File: src/rtl/dss_pkg.sv
package dss_pkg;
  typedef enum logic [1:0] {
    ST_IDLE = 2'd0,
    ST_ADDR = 2'd1,
    ST_DATA = 2'd2,
    ST_GAP  = 2'd3
  } seq_state_e;
endpackage

File: src/rtl/dss_bit_timer.sv
// Divides the system clock into serial periods: low half, then high half.
module dss_bit_timer #(
  parameter int DIV = 4
) (
  input  logic clk,
  input  logic rst_n,
  input  logic en,
  output logic sclk_hi,
  output logic period_end
);
  localparam int PW   = (DIV > 2) ? $clog2(DIV) : 1;
  localparam int HALF = DIV / 2;

  logic [PW-1:0] phase;

  always_ff @(posedge clk or negedge rst_n) begin
    if (!rst_n)                     phase <= '0;
    else if (!en)                   phase <= '0;
    else if (phase == PW'(DIV - 1)) phase <= '0;
    else                            phase <= phase + PW'(1);
  end

  assign sclk_hi    = en && (phase >= PW'(HALF));
  assign period_end = en && (phase == PW'(DIV - 1));
endmodule

File: src/rtl/dss_frame_seq.sv
// Slot sequencer: address, data and gap segments counted in serial periods.
module dss_frame_seq
  import dss_pkg::*;
#(
  parameter int SAMPLE_W = 16,
  parameter int ADDR_W   = 16,
  parameter int GAP_W    = 4
) (
  input  logic             clk,
  input  logic             rst_n,
  input  logic             run,
  input  logic             stream_mode,
  input  logic             addr_wide,
  input  logic [GAP_W-1:0] gap_cycles,
  input  logic             period_end,
  output seq_state_e       state,
  output logic             start,
  output logic             load_addr,
  output logic             load_data,
  output logic             shift_addr,
  output logic             shift_data
);
  localparam int CA  = $clog2(ADDR_W + 1);
  localparam int CS  = $clog2(SAMPLE_W + 1);
  localparam int CM  = (CA > CS) ? CA : CS;
  localparam int CW  = (CM > GAP_W) ? CM : GAP_W;

  logic [CW-1:0] cnt, glen, gap_l, alen, gap_eff;
  logic          stream_l, wide_l;
  logic          last_addr, last_data, last_gap, stream_cont;

  assign alen        = wide_l ? CW'(ADDR_W) : CW'(ADDR_W / 2);
  assign gap_eff     = (gap_cycles == '0) ? CW'(1) : CW'(gap_cycles);
  assign last_addr   = (cnt == alen - CW'(1));
  assign last_data   = (cnt == CW'(SAMPLE_W - 1));
  assign last_gap    = (cnt == glen - CW'(1));
  assign stream_cont = stream_l && run;

  assign start      = (state == ST_IDLE) && run;
  assign load_addr  = start ||
                      (period_end && (state == ST_GAP) && last_gap && run && !stream_l);
  assign load_data  = period_end &&
                      (((state == ST_ADDR) && last_addr) ||
                       ((state == ST_DATA) && last_data && stream_cont));
  assign shift_addr = period_end && (state == ST_ADDR);
  assign shift_data = period_end && (state == ST_DATA);

  always_ff @(posedge clk or negedge rst_n) begin
    if (!rst_n) begin
      state    <= ST_IDLE;
      cnt      <= '0;
      glen     <= CW'(1);
      gap_l    <= CW'(1);
      stream_l <= 1'b0;
      wide_l   <= 1'b0;
    end else begin
      case (state)
        ST_IDLE: begin
          if (run) begin
            state    <= ST_ADDR;
            cnt      <= '0;
            stream_l <= stream_mode;
            wide_l   <= addr_wide;
            gap_l    <= gap_eff;
          end
        end
        ST_ADDR: begin
          if (period_end) begin
            if (last_addr) begin
              state <= ST_DATA;
              cnt   <= '0;
            end else begin
              cnt <= cnt + CW'(1);
            end
          end
        end
        ST_DATA: begin
          if (period_end) begin
            if (last_data) begin
              cnt <= '0;
              if (!stream_cont) begin
                state <= ST_GAP;
                glen  <= stream_l ? CW'(1) : gap_l;
              end
            end else begin
              cnt <= cnt + CW'(1);
            end
          end
        end
        default: begin
          if (period_end) begin
            if (last_gap) begin
              cnt   <= '0;
              state <= (run && !stream_l) ? ST_ADDR : ST_IDLE;
            end else begin
              cnt <= cnt + CW'(1);
            end
          end
        end
      endcase
    end
  end
endmodule

File: src/rtl/dss_shifter.sv
// Address and sample shift registers plus the sample hold register.
module dss_shifter #(
  parameter int SAMPLE_W = 16,
  parameter int ADDR_W   = 16
) (
  input  logic                clk,
  input  logic                rst_n,
  input  logic                start,
  input  logic                addr_wide,
  input  logic [ADDR_W-1:0]   reg_addr,
  input  logic                load_addr,
  input  logic                load_data,
  input  logic                shift_addr,
  input  logic                shift_data,
  input  logic                sel_addr,
  input  logic                sel_data,
  input  logic                s_valid,
  input  logic [SAMPLE_W-1:0] s_data,
  output logic                sdi,
  output logic                underrun
);
  localparam int HA = ADDR_W / 2;

  logic [ADDR_W-1:0]   addr_word, addr_l, a_sr;
  logic [SAMPLE_W-1:0] d_sr, hold, next_word;

  assign addr_word = addr_wide ? reg_addr : {reg_addr[HA-1:0], {(ADDR_W - HA){1'b0}}};
  assign next_word = s_valid ? s_data : hold;

  always_ff @(posedge clk or negedge rst_n) begin
    if (!rst_n) begin
      addr_l <= '0;
      a_sr   <= '0;
    end else begin
      if (start) addr_l <= addr_word;
      if (load_addr)       a_sr <= start ? addr_word : addr_l;
      else if (shift_addr) a_sr <= {a_sr[ADDR_W-2:0], 1'b0};
    end
  end

  always_ff @(posedge clk or negedge rst_n) begin
    if (!rst_n) begin
      d_sr     <= '0;
      hold     <= '0;
      underrun <= 1'b0;
    end else begin
      if (load_data) begin
        d_sr <= next_word;
        hold <= next_word;
      end else if (shift_data) begin
        d_sr <= {d_sr[SAMPLE_W-2:0], 1'b0};
      end
      if (start)                      underrun <= 1'b0;
      else if (load_data && !s_valid) underrun <= 1'b1;
    end
  end

  assign sdi = sel_addr ? a_sr[ADDR_W-1] : (sel_data ? d_sr[SAMPLE_W-1] : 1'b0);
endmodule

File: src/rtl/dac_spi_streamer.sv
module dac_spi_streamer
  import dss_pkg::*;
#(
  parameter int DIV      = 4,
  parameter int SAMPLE_W = 16,
  parameter int ADDR_W   = 16,
  parameter int GAP_W    = 4
) (
  input  logic                clk,
  input  logic                rst_n,
  input  logic                run,
  input  logic                stream_mode,
  input  logic                addr_wide,
  input  logic [ADDR_W-1:0]   reg_addr,
  input  logic [GAP_W-1:0]    gap_cycles,
  input  logic                s_valid,
  input  logic [SAMPLE_W-1:0] s_data,
  output logic                s_ready,
  output logic                sclk,
  output logic                cs_n,
  output logic                sdi,
  output logic                underrun
);
  seq_state_e state;
  logic sclk_hi, period_end, start, load_addr, load_data, shift_addr, shift_data;
  logic in_addr, in_data;

  assign in_addr = (state == ST_ADDR);
  assign in_data = (state == ST_DATA);

  dss_bit_timer #(.DIV(DIV)) u_timer (
    .clk(clk), .rst_n(rst_n), .en(state != ST_IDLE),
    .sclk_hi(sclk_hi), .period_end(period_end)
  );

  dss_frame_seq #(.SAMPLE_W(SAMPLE_W), .ADDR_W(ADDR_W), .GAP_W(GAP_W)) u_seq (
    .clk(clk), .rst_n(rst_n), .run(run), .stream_mode(stream_mode),
    .addr_wide(addr_wide), .gap_cycles(gap_cycles), .period_end(period_end),
    .state(state), .start(start), .load_addr(load_addr), .load_data(load_data),
    .shift_addr(shift_addr), .shift_data(shift_data)
  );

  dss_shifter #(.SAMPLE_W(SAMPLE_W), .ADDR_W(ADDR_W)) u_shift (
    .clk(clk), .rst_n(rst_n), .start(start), .addr_wide(addr_wide),
    .reg_addr(reg_addr), .load_addr(load_addr), .load_data(load_data),
    .shift_addr(shift_addr), .shift_data(shift_data),
    .sel_addr(in_addr), .sel_data(in_data),
    .s_valid(s_valid), .s_data(s_data), .sdi(sdi), .underrun(underrun)
  );

  assign s_ready = load_data;
  assign cs_n    = !(in_addr || in_data);
  assign sclk    = sclk_hi && (in_addr || in_data);
endmodule

File: config.mk
export PLATFORM = sky130hd
export DESIGN_NAME = dac_spi_streamer
export DESIGN_NICKNAME = d
export VERILOG_FILES = /design/src/rtl/dss_pkg.sv /design/src/rtl/dss_bit_timer.sv /design/src/rtl/dss_frame_seq.sv /design/src/rtl/dss_shifter.sv /design/src/rtl/dac_spi_streamer.sv
export SDC_FILE = /design/constraint.sdc
export NUM_CORES = 1
export LEC_CHECK = 0
export BUFFER_PORTS_ARGS = -buffer_cell sky130_fd_sc_hd__buf_2
export CAP_MARGIN = 25
export CORE_ASPECT_RATIO = 0.9
export CORE_MARGIN = 2
export CORE_UTILIZATION = 63
export CTS_BUF_LIST = sky130_fd_sc_hd__clkbuf_16
export DETAILED_ROUTE_END_ITERATION = 16
export PLACE_DENSITY = 0.85
export SLEW_MARGIN = 10
export SYNTH_ARGS = -nofsm -noshare
export SYNTH_HDL_FRONTEND = slang
export SYNTH_SLANG_ARGS = --single-unit
File: constraint.sdc
create_clock -name clk -period 3.6 [get_ports clk]
set_input_delay 0.36 -clock clk [delete_from_list [all_inputs] [get_ports clk]]
set_output_delay 0.36 -clock clk [all_outputs]
set_load 0.005 [all_outputs]
-- Word level (Yosys, flattened, before mapping)
Cells that the tools add are included.
- reduce and logical (&&, ||, !) cells: 35
- $lt $le $gt $ge: 1
- bitwise gates (word level): 1
- equality and inequality tests: 13
- add/sub/neg operators: 4
- muxes and demuxes: 34
- operators by type and width (kind ; count):
    $mux W16 ; 7
    $mux W5 ; 9
    $mux W2 ; 10
    $logic_and A1 B1 Y1 ; 17
    $pmux W5 S3 ; 1
    $eq A5 B5 Y1 ; 2
    $reduce_bool A2 Y1 ; 5
    $sub A5 B1 Y5 const B ; 2
    $ne A2 B1 Y1 const B ; 4
    $reduce_and A4 Y1 ; 2
    $reduce_and A8 Y1 ; 1
    $eq A2 B2 Y1 const B ; 3
    $pmux W2 S3 ; 1
    $add A5 B1 Y5 const B ; 1
    $eq A5 B4 Y1 const B ; 1
    $mux W1 ; 5
    $logic_not A4 Y1 ; 1
    $mux W4 ; 1
    $ne A2 B2 Y1 const B ; 2
    $reduce_bool A4 Y1 ; 1
    $logic_not A1 Y1 ; 3
    $logic_or A1 B1 Y1 ; 3
    $add A2 B1 Y2 const B ; 1
    $eq A2 B1 Y1 const B ; 1
    4 further kinds ; 4
- input port bits: 42
- logic and storage cells: 100
- register bits: 86

-- Logic depth before layout (Yosys ltp)
Gate-level depths: netlist (run 1).
- depth in word-level cells: 9
- gate-level depth with buffers: 10
- depth with buffers taken out: 7

-- Cells and area by module
Synthesis (run 1) repeated with hierarchy kept, for this count alone.
- cell total of the unflattened synthesis: 398
- area, all modules: 4354.2 um^2
- modules (own cells, without submodules) (module ; area each (um^2) ; cells each ; instances):
    dss_shifter ; 3064.2 ; 266 ; 1
    dss_frame_seq ; 1119.8 ; 115 ; 1
    dss_bit_timer ; 111.4 ; 9 ; 1
    dac_spi_streamer ; 58.8 ; 8 ; 1

-- Least setup slack after synthesis (run 1)
Ideal clock, no wire load.
- path type: flip-flop to flip-flop
- from: register u_seq.glen[0]
- to: register u_shift.a_sr[10]
- setup time: 125 ps
- slack: 1333 ps
- arrival time: 2142 ps
- cell stages (with the launch flop): 9
- required time: 3475 ps
- cells stage by stage: dfstp_2 -> inv_1 -> ha_1 -> nand4b_1 -> a21oi_1 -> o311a_1 -> a21oi_4 -> buf_4 -> mux2_2
- longest elaborated chain between the ends: 7
- elaborated cells between the ends (all ways): 8
- classes of those cells: 1 x add/sub; 1 x eq/ne; 1 x mux; 5 x reduce/logical
- ends and longest elaborated chain (element ; line ; RTL):
    from (decl) ; dss_frame_seq.sv:28 ; logic [CW-1:0] cnt, glen, gap_l, alen, gap_eff;
    from (signal assigned) ; dss_frame_seq.sv:83 ; glen <= stream_l ? CW'(1) : gap_l;
    $sub A5 B1 Y5 * ; dss_frame_seq.sv:36 ; assign last_gap = (cnt == glen - CW'(1));
    $eq A5 B5 Y1 * ; dss_frame_seq.sv:36 ;
    $logic_and A1 B1 Y1 * (3 in series) ; dss_frame_seq.sv:41 ; (period_end && (state == ST_GAP) && last_gap && run && !stream_l);
    $logic_or A1 B1 Y1 * ; dss_frame_seq.sv:40 ; assign load_addr = start ||
    $mux W16 or $reduce_bool A2 Y1 (tied branches) ; -- ;
    to (signal assigned) ; dss_shifter.sv:36 ; if (load_addr) a_sr <= start ? addr_word : addr_l;
    to (signal assigned) ; dss_shifter.sv:37 ; else if (shift_addr) a_sr <= {a_sr[ADDR_W-2:0], 1'b0};
    to (decl) ; dss_shifter.sv:24 ; logic [ADDR_W-1:0] addr_word, addr_l, a_sr;
Mark *: on every way between the ends. The rest lies on a longest branch, timed or not.
A chain may end at the register's enable or synchronous reset.

-- Worst setup path in the final report (run 1)
- from: register u_seq.state[1]
- to: output s_ready
- longest elaborated chain between the ends: 5
- elaborated cells between the ends (all ways): 9
- classes of those cells: 2 x eq/ne; 7 x reduce/logical
- ends and longest elaborated chain (element ; line ; RTL):
    from (decl) ; dss_frame_seq.sv:16 ; output seq_state_e state,
    from (signal assigned) ; dss_frame_seq.sv:94 ; state <= (run && !stream_l) ? ST_ADDR : ST_IDLE;
    $eq A2 B2 Y1 ; dss_frame_seq.sv:44 ; ((state == ST_DATA) && last_data && stream_cont));
    $logic_and A1 B1 Y1 (2 in series) ; dss_frame_seq.sv:44 ;
    $logic_or A1 B1 Y1 ; dss_frame_seq.sv:43 ; (((state == ST_ADDR) && last_addr) ||
    $logic_and A1 B1 Y1 * ; dss_frame_seq.sv:42 ; assign load_data = period_end &&
    to (decl) ; dac_spi_streamer.sv:18 ; output logic s_ready,
Marked as above.

==> impl_metrics.yaml, run 1 <==
outcome:
  status: "finished with violations"
  violations: "negative hold slack"
routing:
  vias_per_cell: 5.75
  routed_wl_um: 8720
  post_drt_wl_per_cell_um: 16.3
  route.detailed.drc: 0
  drt_iter0_drc: 160
  vias: 3077
  ant_nets: 0
  dr.pass1.iters: 4
place:
  place_area_um2: 4520
  dp_hpwl_um: 5680
  gp_congestion: 0.879
  place_inst: 518
  port_buffers: 46
sta:
  hold_viol_final: 23
  drv_slew: 0
  fin_setup_tns_ps: 0
  fin_skew_ps: 8.25
  setup_viol_count_final: 0
  finalHoldWorstSlack_ps: -25.2
  period_minus_slack_ps: 2970
  max_clock_freq_mhz: 337
  period_share: 0.825
  slew_headroom: 0.350
  worst_slew_pin_slew_ps: 972
  rsz0062_at_grt: "no"
logic_synthesis:
  yosys.area.top_type: "dfrtp_1"
  async_reset_ff_frac: 1.00
  netlist-cell-type-count: 45
  yosysMostFrequentCell: "dfrtp_1"
  synth-seq-cells: 84
  synth_top_cell_area_share: 0.480
  syn_nets: 454
  synth_common_cells: "dfrtp_1 (82), nand2_1 (81), mux2_2 (39)"
  synthCells: 402
  synth_area_leaders: "dfrtp_1 (48%), mux2_2 (10%), nand2_1 (7.1%), mux2_4 (3.5%), ha_1 (2.9%)"
  synth.avg_cell_area_um2: 10.6
  synth_ff_type: "dfrtp_1"
  synth_edf_count: 0
  synth_warnings: 0
  ys_seq_area_frac: 0.493
  syn-cell-area_um2: 4270
clocking:
  htree_levels: 3
  cts_root_buf: "clkbuf_16"
  clkLatencyLatePin_ps: 340
  ctsHoldBuffers: 0
  cts.path.max_buffers: 2
  cts_made_buffers: 9
  cts_tree: "yes"
  clock-sinks: 84
  cts.clk_slew.worst_paths_ps: 60
  postCtsSetupBuffers: 0
  post_cts_resized: 0
cells_and_area:
  area_growth_pct: 13.4
  fin_nets: 492
  instances_no_fill: 535
  fin_area_um2: 4840
  drive_above_1_share: 0.274
  nFillCells: 464
  insertedDiodeCount: 0
global_routing:
  grt_use_met3: 0.0626
  grt_use_total: 0.254
  grt_util_met1: 0.316
  grt_pass1_vias: 3116
  top_usage_layer: "met2"
  grt_max_degree: 85
  overflow: 0
  grt_pass1_wl_um: 14800
  antenna_found_initial: 0
  grt_use_met2: 0.454
die:
  die_w_um: 90.8
  core_um2: 6590
  dieArea_um2: 7460
  rows: 28
  die_height_um: 82.1
  start_util: 0.649
  ios: 47
worst_setup_path:
  crit_arrival_ps: 2610
  crit_type: "reg -> out"
  crit_fanout: 34
  crit_required_ps: 3240
  worstSetupStartpointType: "flip-flop"
  cp-end-kind: "output port"
power:
  leakagePower_nw: 2.40
  power_frac_comb: 0.298
  pwr-share-seq: 0.433
  p_int_mw: 2.30
  clkPwrFrac: 0.269
  power.density_nw_per_um2: 709
  netSwitchingFraction: 0.331
  p_switching_mw: 1.14
  ir_worst_vdd_mv: 0.443
hold_path:
  min_path_type: "in -> async"
flow_run:
  maxCapViolCount: 0
## worst max-delay path, cell delays in order (launching register included)
cell	delay (ps)
dfrtp_1	420
inv_1	110
ha_1	350
and2b_1	260
and2_1	160
buf_4	190
a41oi_4	220
buf_4	350
inv_1	60
buf_2	130
## through the flow
| step | total power [mW] | setup slack (ps) | utilization |
|---|---|---|---|
| after floorplan | 2.22 | 1330 | - |
| after global placement | 2.42 | 1100 | 0.687 |
| after detailed placement | 2.50 | 999 | 0.687 |
| after CTS | 3.45 | 648 | 0.733 |
| after global routing | 3.65 | 431 | 0.736 |
| final | 3.43 | 632 | 0.736 |
## sequential cells by signal (all words and copies together) (netlist names)
| signal | count |
|---|---|
| u_shift.addr_l | 16 |
| u_seq.wide_l | 1 |
| u_shift.a_sr | 16 |
| u_timer.phase | 2 |
| u_shift.hold | 16 |
| u_shift.underrun | 1 |
| u_seq.glen | 4 |
| u_seq.gap_l | 4 |
| u_seq.cnt | 5 |
| u_seq.stream_l | 1 |
| u_shift.d_sr | 16 |
| u_seq.state | 2 |
## kinds of logic after synthesis
kind of cell	Yosys count	share of synthesized area
compound gates	68	0.113
buf+inv	34	0.0369
mux	59	0.161
fa+ha+maj	10	0.0293
flops	84	0.493
xor+xnor	6	0.0123
simple gates	141	0.155
## metal layers
layer  up-vias  share of wire
li1       1474              -
met1      1514           0.44
met2        72           0.51
met3        17          0.039
met4         0          0.017
met5         -              0
## final cells by class
type                       count  area [µm²]  area share
inverter                      11        41.3     0.00852
timing repair buffer          50         275      0.0568
clock buffer                   9         225      0.0465
multi-input combinational    284        2010       0.415
sequential                    84        2100       0.434
tap                           90         113      0.0232
clock inverter                 7        75.1      0.0155
## worst paths after layout
kind / end / startpoint / cells after the start / slack, ps
setup / recovery: s_ready / u_seq.state[1] / 9 / 630
hold / removal: u_shift.hold[10] / rst_n / 1 / -30
setup reg to reg: u_shift.hold[15] / u_seq.state[1] / 9 / 970
hold reg to reg: u_shift.addr_l[5] / u_shift.addr_l[5] / 2 / 460
max in group asynchronous: u_timer.phase[0] / rst_n / 2 / 3020
min in group clk: u_seq.gap_l[1] / gap_cycles[1] / 3 / 230
## placed cells by master, fill, tap and decap left out, types with 4 or more instances in the layout
cell type  synthesis  final
dfrtp_1           82     82
nand2_1           81     81
buf_2              3     45
mux2_2            39     39
o21ai_0           17     17
nor2b_1           16     16
a211oi_1          15     15
a31oi_1           15     15
nand3_1           13     13
inv_1             11     11
mux2i_1           10     10
mux2_4            10     10
ha_1              10     10
clkbuf_16          0      9
nor2_1             8      8
nor3_1             7      7
a21oi_1            4      4
a22o_1             4      4
buf_4              3      4
## power groups by stage
stage / Combinational (mW) / Sequential, mW / Clock, mW
2_1_floorplan: 0.797 / 1.42 / 0
3_3_place_gp: 0.948 / 1.47 / 0
3_5_place_dp: 1.01 / 1.49 / 0
4_1_cts: 1.03 / 1.48 / 0.932
5_1_grt: 1.16 / 1.52 / 0.970
6_report: 1.02 / 1.49 / 0.924
(Power assumes the default switching activity.)
==> run 2: changes to the inputs <==
Settings changed: ABC_AREA set to 1, CORE_UTILIZATION 63 to 59, PLACE_DENSITY 0.85 to 0.8.
Clock period 3.6 ns to 3.1 ns, I/O delays scaled along.
==> run 2 against run 1 <==
  * The flow now finishes without violations
  * Cell area grew 2.7%
  * Synthesized cell count grew 41%
  * First-iteration DRC count grew 42%
  * Sequential share of layout area shrank 1.1 points
  * Highest routed layer unchanged
==> impl_metrics.yaml, run 2 <==
sta:
  max_clock_freq_mhz: 368
  hold_viol_final: 0
  fin_setup_tns_ps: 0
  drv_slew: 0
  finalHoldWorstSlack_ps: 227
  period_share: 0.877
  period_minus_slack_ps: 2720
  worst_slew_pin_slew_ps: 604
  rsz0062_at_grt: "no"
  slew_headroom: 0.596
  setup_viol_count_final: 0
  fin_skew_ps: 10.9
cells_and_area:
  fin_nets: 659
  area_growth_pct: 13.8
  final_util: 0.699
  drive_above_1_share: 0.132
  insertedDiodeCount: 0
  nFillCells: 595
  final_cell_mix: "nand2_1 (150), dfrtp_1 (82), inv_1 (79), o21ai_0 (77), buf_2 (45)"
  final_common_cell: "nand2_1"
place:
  gp_congestion: 0.882
  dp_hpwl_um: 6410
  port_buffers: 46
power:
  leakagePower_nw: 2.57
  ir_worst_vdd_mv: 0.599
  power.density_nw_per_um2: 812
routing:
  drt_iter0_drc: 227
  dr.max_layer_used: "met4"
  vias_per_cell: 5.38
  route.detailed.drc: 0
  wl_met1_um: 4330
  post_drt_wl_per_cell_um: 13.5
  wl_met2_um: 4550
  wl_met3_um: 488
  routed_wl_um: 9490
  dr.pass1.iters: 4
  vias: 3796
  ant_nets: 0
logic_synthesis:
  synth_ff_type: "dfrtp_1"
  async_reset_ff_frac: 1.00
  synth_common_cells: "nand2_1 (150), dfrtp_1 (82), inv_1 (78)"
  synth-seq-cells: 84
  synth.avg_cell_area_um2: 7.69
  synthCells: 568
  yosys.area.top_type: "dfrtp_1"
  syn_nets: 620
  syn-cell-area_um2: 4370
  ys_seq_area_frac: 0.482
  synth_top_cell_area_share: 0.470
  synth_edf_count: 0
  netlist-cell-type-count: 30
  synth_area_leaders: "dfrtp_1 (47%), nand2_1 (13%), o21ai_0 (8.8%), inv_1 (6.7%), nor2_1 (3.7%)"
  synth_warnings: 0
  yosysMostFrequentCell: "nand2_1"
die:
  start_util: 0.615
  ios: 47
  die_w_um: 94.7
  core_um2: 7110
  die_height_um: 85.7
  dieArea_um2: 8110
  rows: 29
hold_path:
  min_path_type: "in -> reg"
clocking:
  clock-sinks: 84
  post_cts_resized: 0
  postCtsSetupBuffers: 0
  cts_made_buffers: 9
  cts_tree: "yes"
  cts.clk_slew.worst_paths_ps: 60
  htree_levels: 3
  cts_root_buf: "clkbuf_16"
  clkLatencyLatePin_ps: 340
  cts.path.max_buffers: 2
  ctsHoldBuffers: 0
global_routing:
  grt_pass1_wl_um: 16400
  grt_max_degree: 85
  overflow: 0
  grt_use_total: 0.256
  antenna_found_initial: 0
  grt_pass1_vias: 3671
outcome:
  status: "finished clean"
worst_setup_path:
  cp-end-kind: "output port"
  crit_arrival_ps: 2410
  crit_type: "reg -> out"
  crit_required_ps: 2790
  crit_fanout: 29
  worstSetupStartpointType: "flip-flop"
flow_run:
  maxCapViolCount: 0
## run 2: changes by cell type after synthesis, sizes merged, moves of 8 or more
cell | previous run | this run
mux2i | 10 | 0
o21ai | 17 | 86
a21oi | 5 | 13
a211oi | 15 | 0
nand4 | 0 | 22
mux2 | 49 | 0
nand2 | 81 | 154
inv | 11 | 81
nand3 | 13 | 31
a31oi | 15 | 2
nor2b | 16 | 0
nor2 | 8 | 46
## run 2: layout make-up
class                   instances  area [µm²]  area share
repair buffers                 52         300      0.0604
clock buffers                   9         225      0.0453
well taps                      93         116      0.0234
inverters                      81         304      0.0611
flip-flops and latches         84        2100       0.423
multi-input cells             379        1850       0.372
clock inverters                 7        75.1      0.0151
## run 2: final timing paths
check	from	to	slack, ps	depth (start not counted)
max in group asynchronous	rst_n	u_seq.gap_l[0]	2060	3
worst min-delay path	stream_mode	u_seq.stream_l	230	3
worst max register to register	u_seq.state[0]	u_shift.d_sr[12]	490	12
worst max-delay path	u_seq.state[0]	s_ready	380	8
worst min register to register	u_timer.phase[0]	u_timer.phase[0]	470	1
min in group asynchronous	rst_n	u_shift.hold[3]	410	2
## run 2: kinds of logic after synthesis
group           Yosys count  share of synthesized area
buf+inv                 105                     0.0956
fa+ha+maj                10                     0.0286
compound gates          110                      0.132
flops                    84                      0.482
simple gates            259                      0.262
## run 2: routing by layer
| metal | GRT usage | vias up |
|---|---|---|
| li1 | - | 1896 |
| met1 | 0.352 | 1772 |
| met2 | 0.418 | 118 |
| met3 | 0.0483 | 10 |
| met4 | 0.0711 | 0 |
| met5 | 0 | - |
## run 2: through the flow
stage | cells | total power, mW | worst slack [ps] | cell area (µm²)
after floorplan | 568 | 2.61 | 1200 | 4370
after global placement | 687 | 2.88 | 703 | 4640
after detailed placement | 687 | 2.95 | 529 | 4640
after CTS | 703 | 4.04 | 383 | 4940
after global routing | 705 | 4.33 | 183 | 4970
final | 705 | 4.04 | 380 | 4970
## run 2: report_power, final
| part | internal, mW | total (mW) | switching, mW |
|---|---|---|---|
| Clock | 0.628 | 1.07 | 0.443 |
| Combinational | 0.443 | 1.22 | 0.781 |
| Sequential | 1.52 | 1.74 | 0.229 |
## run 2: critical path: stages, from the launching register on
cell     delay, ps
dfrtp_1        400
inv_1           80
ha_1           320
nor2_4         210
inv_2           90
nor2_8         210
nand4_2        160
nand2_2        400
buf_2          200
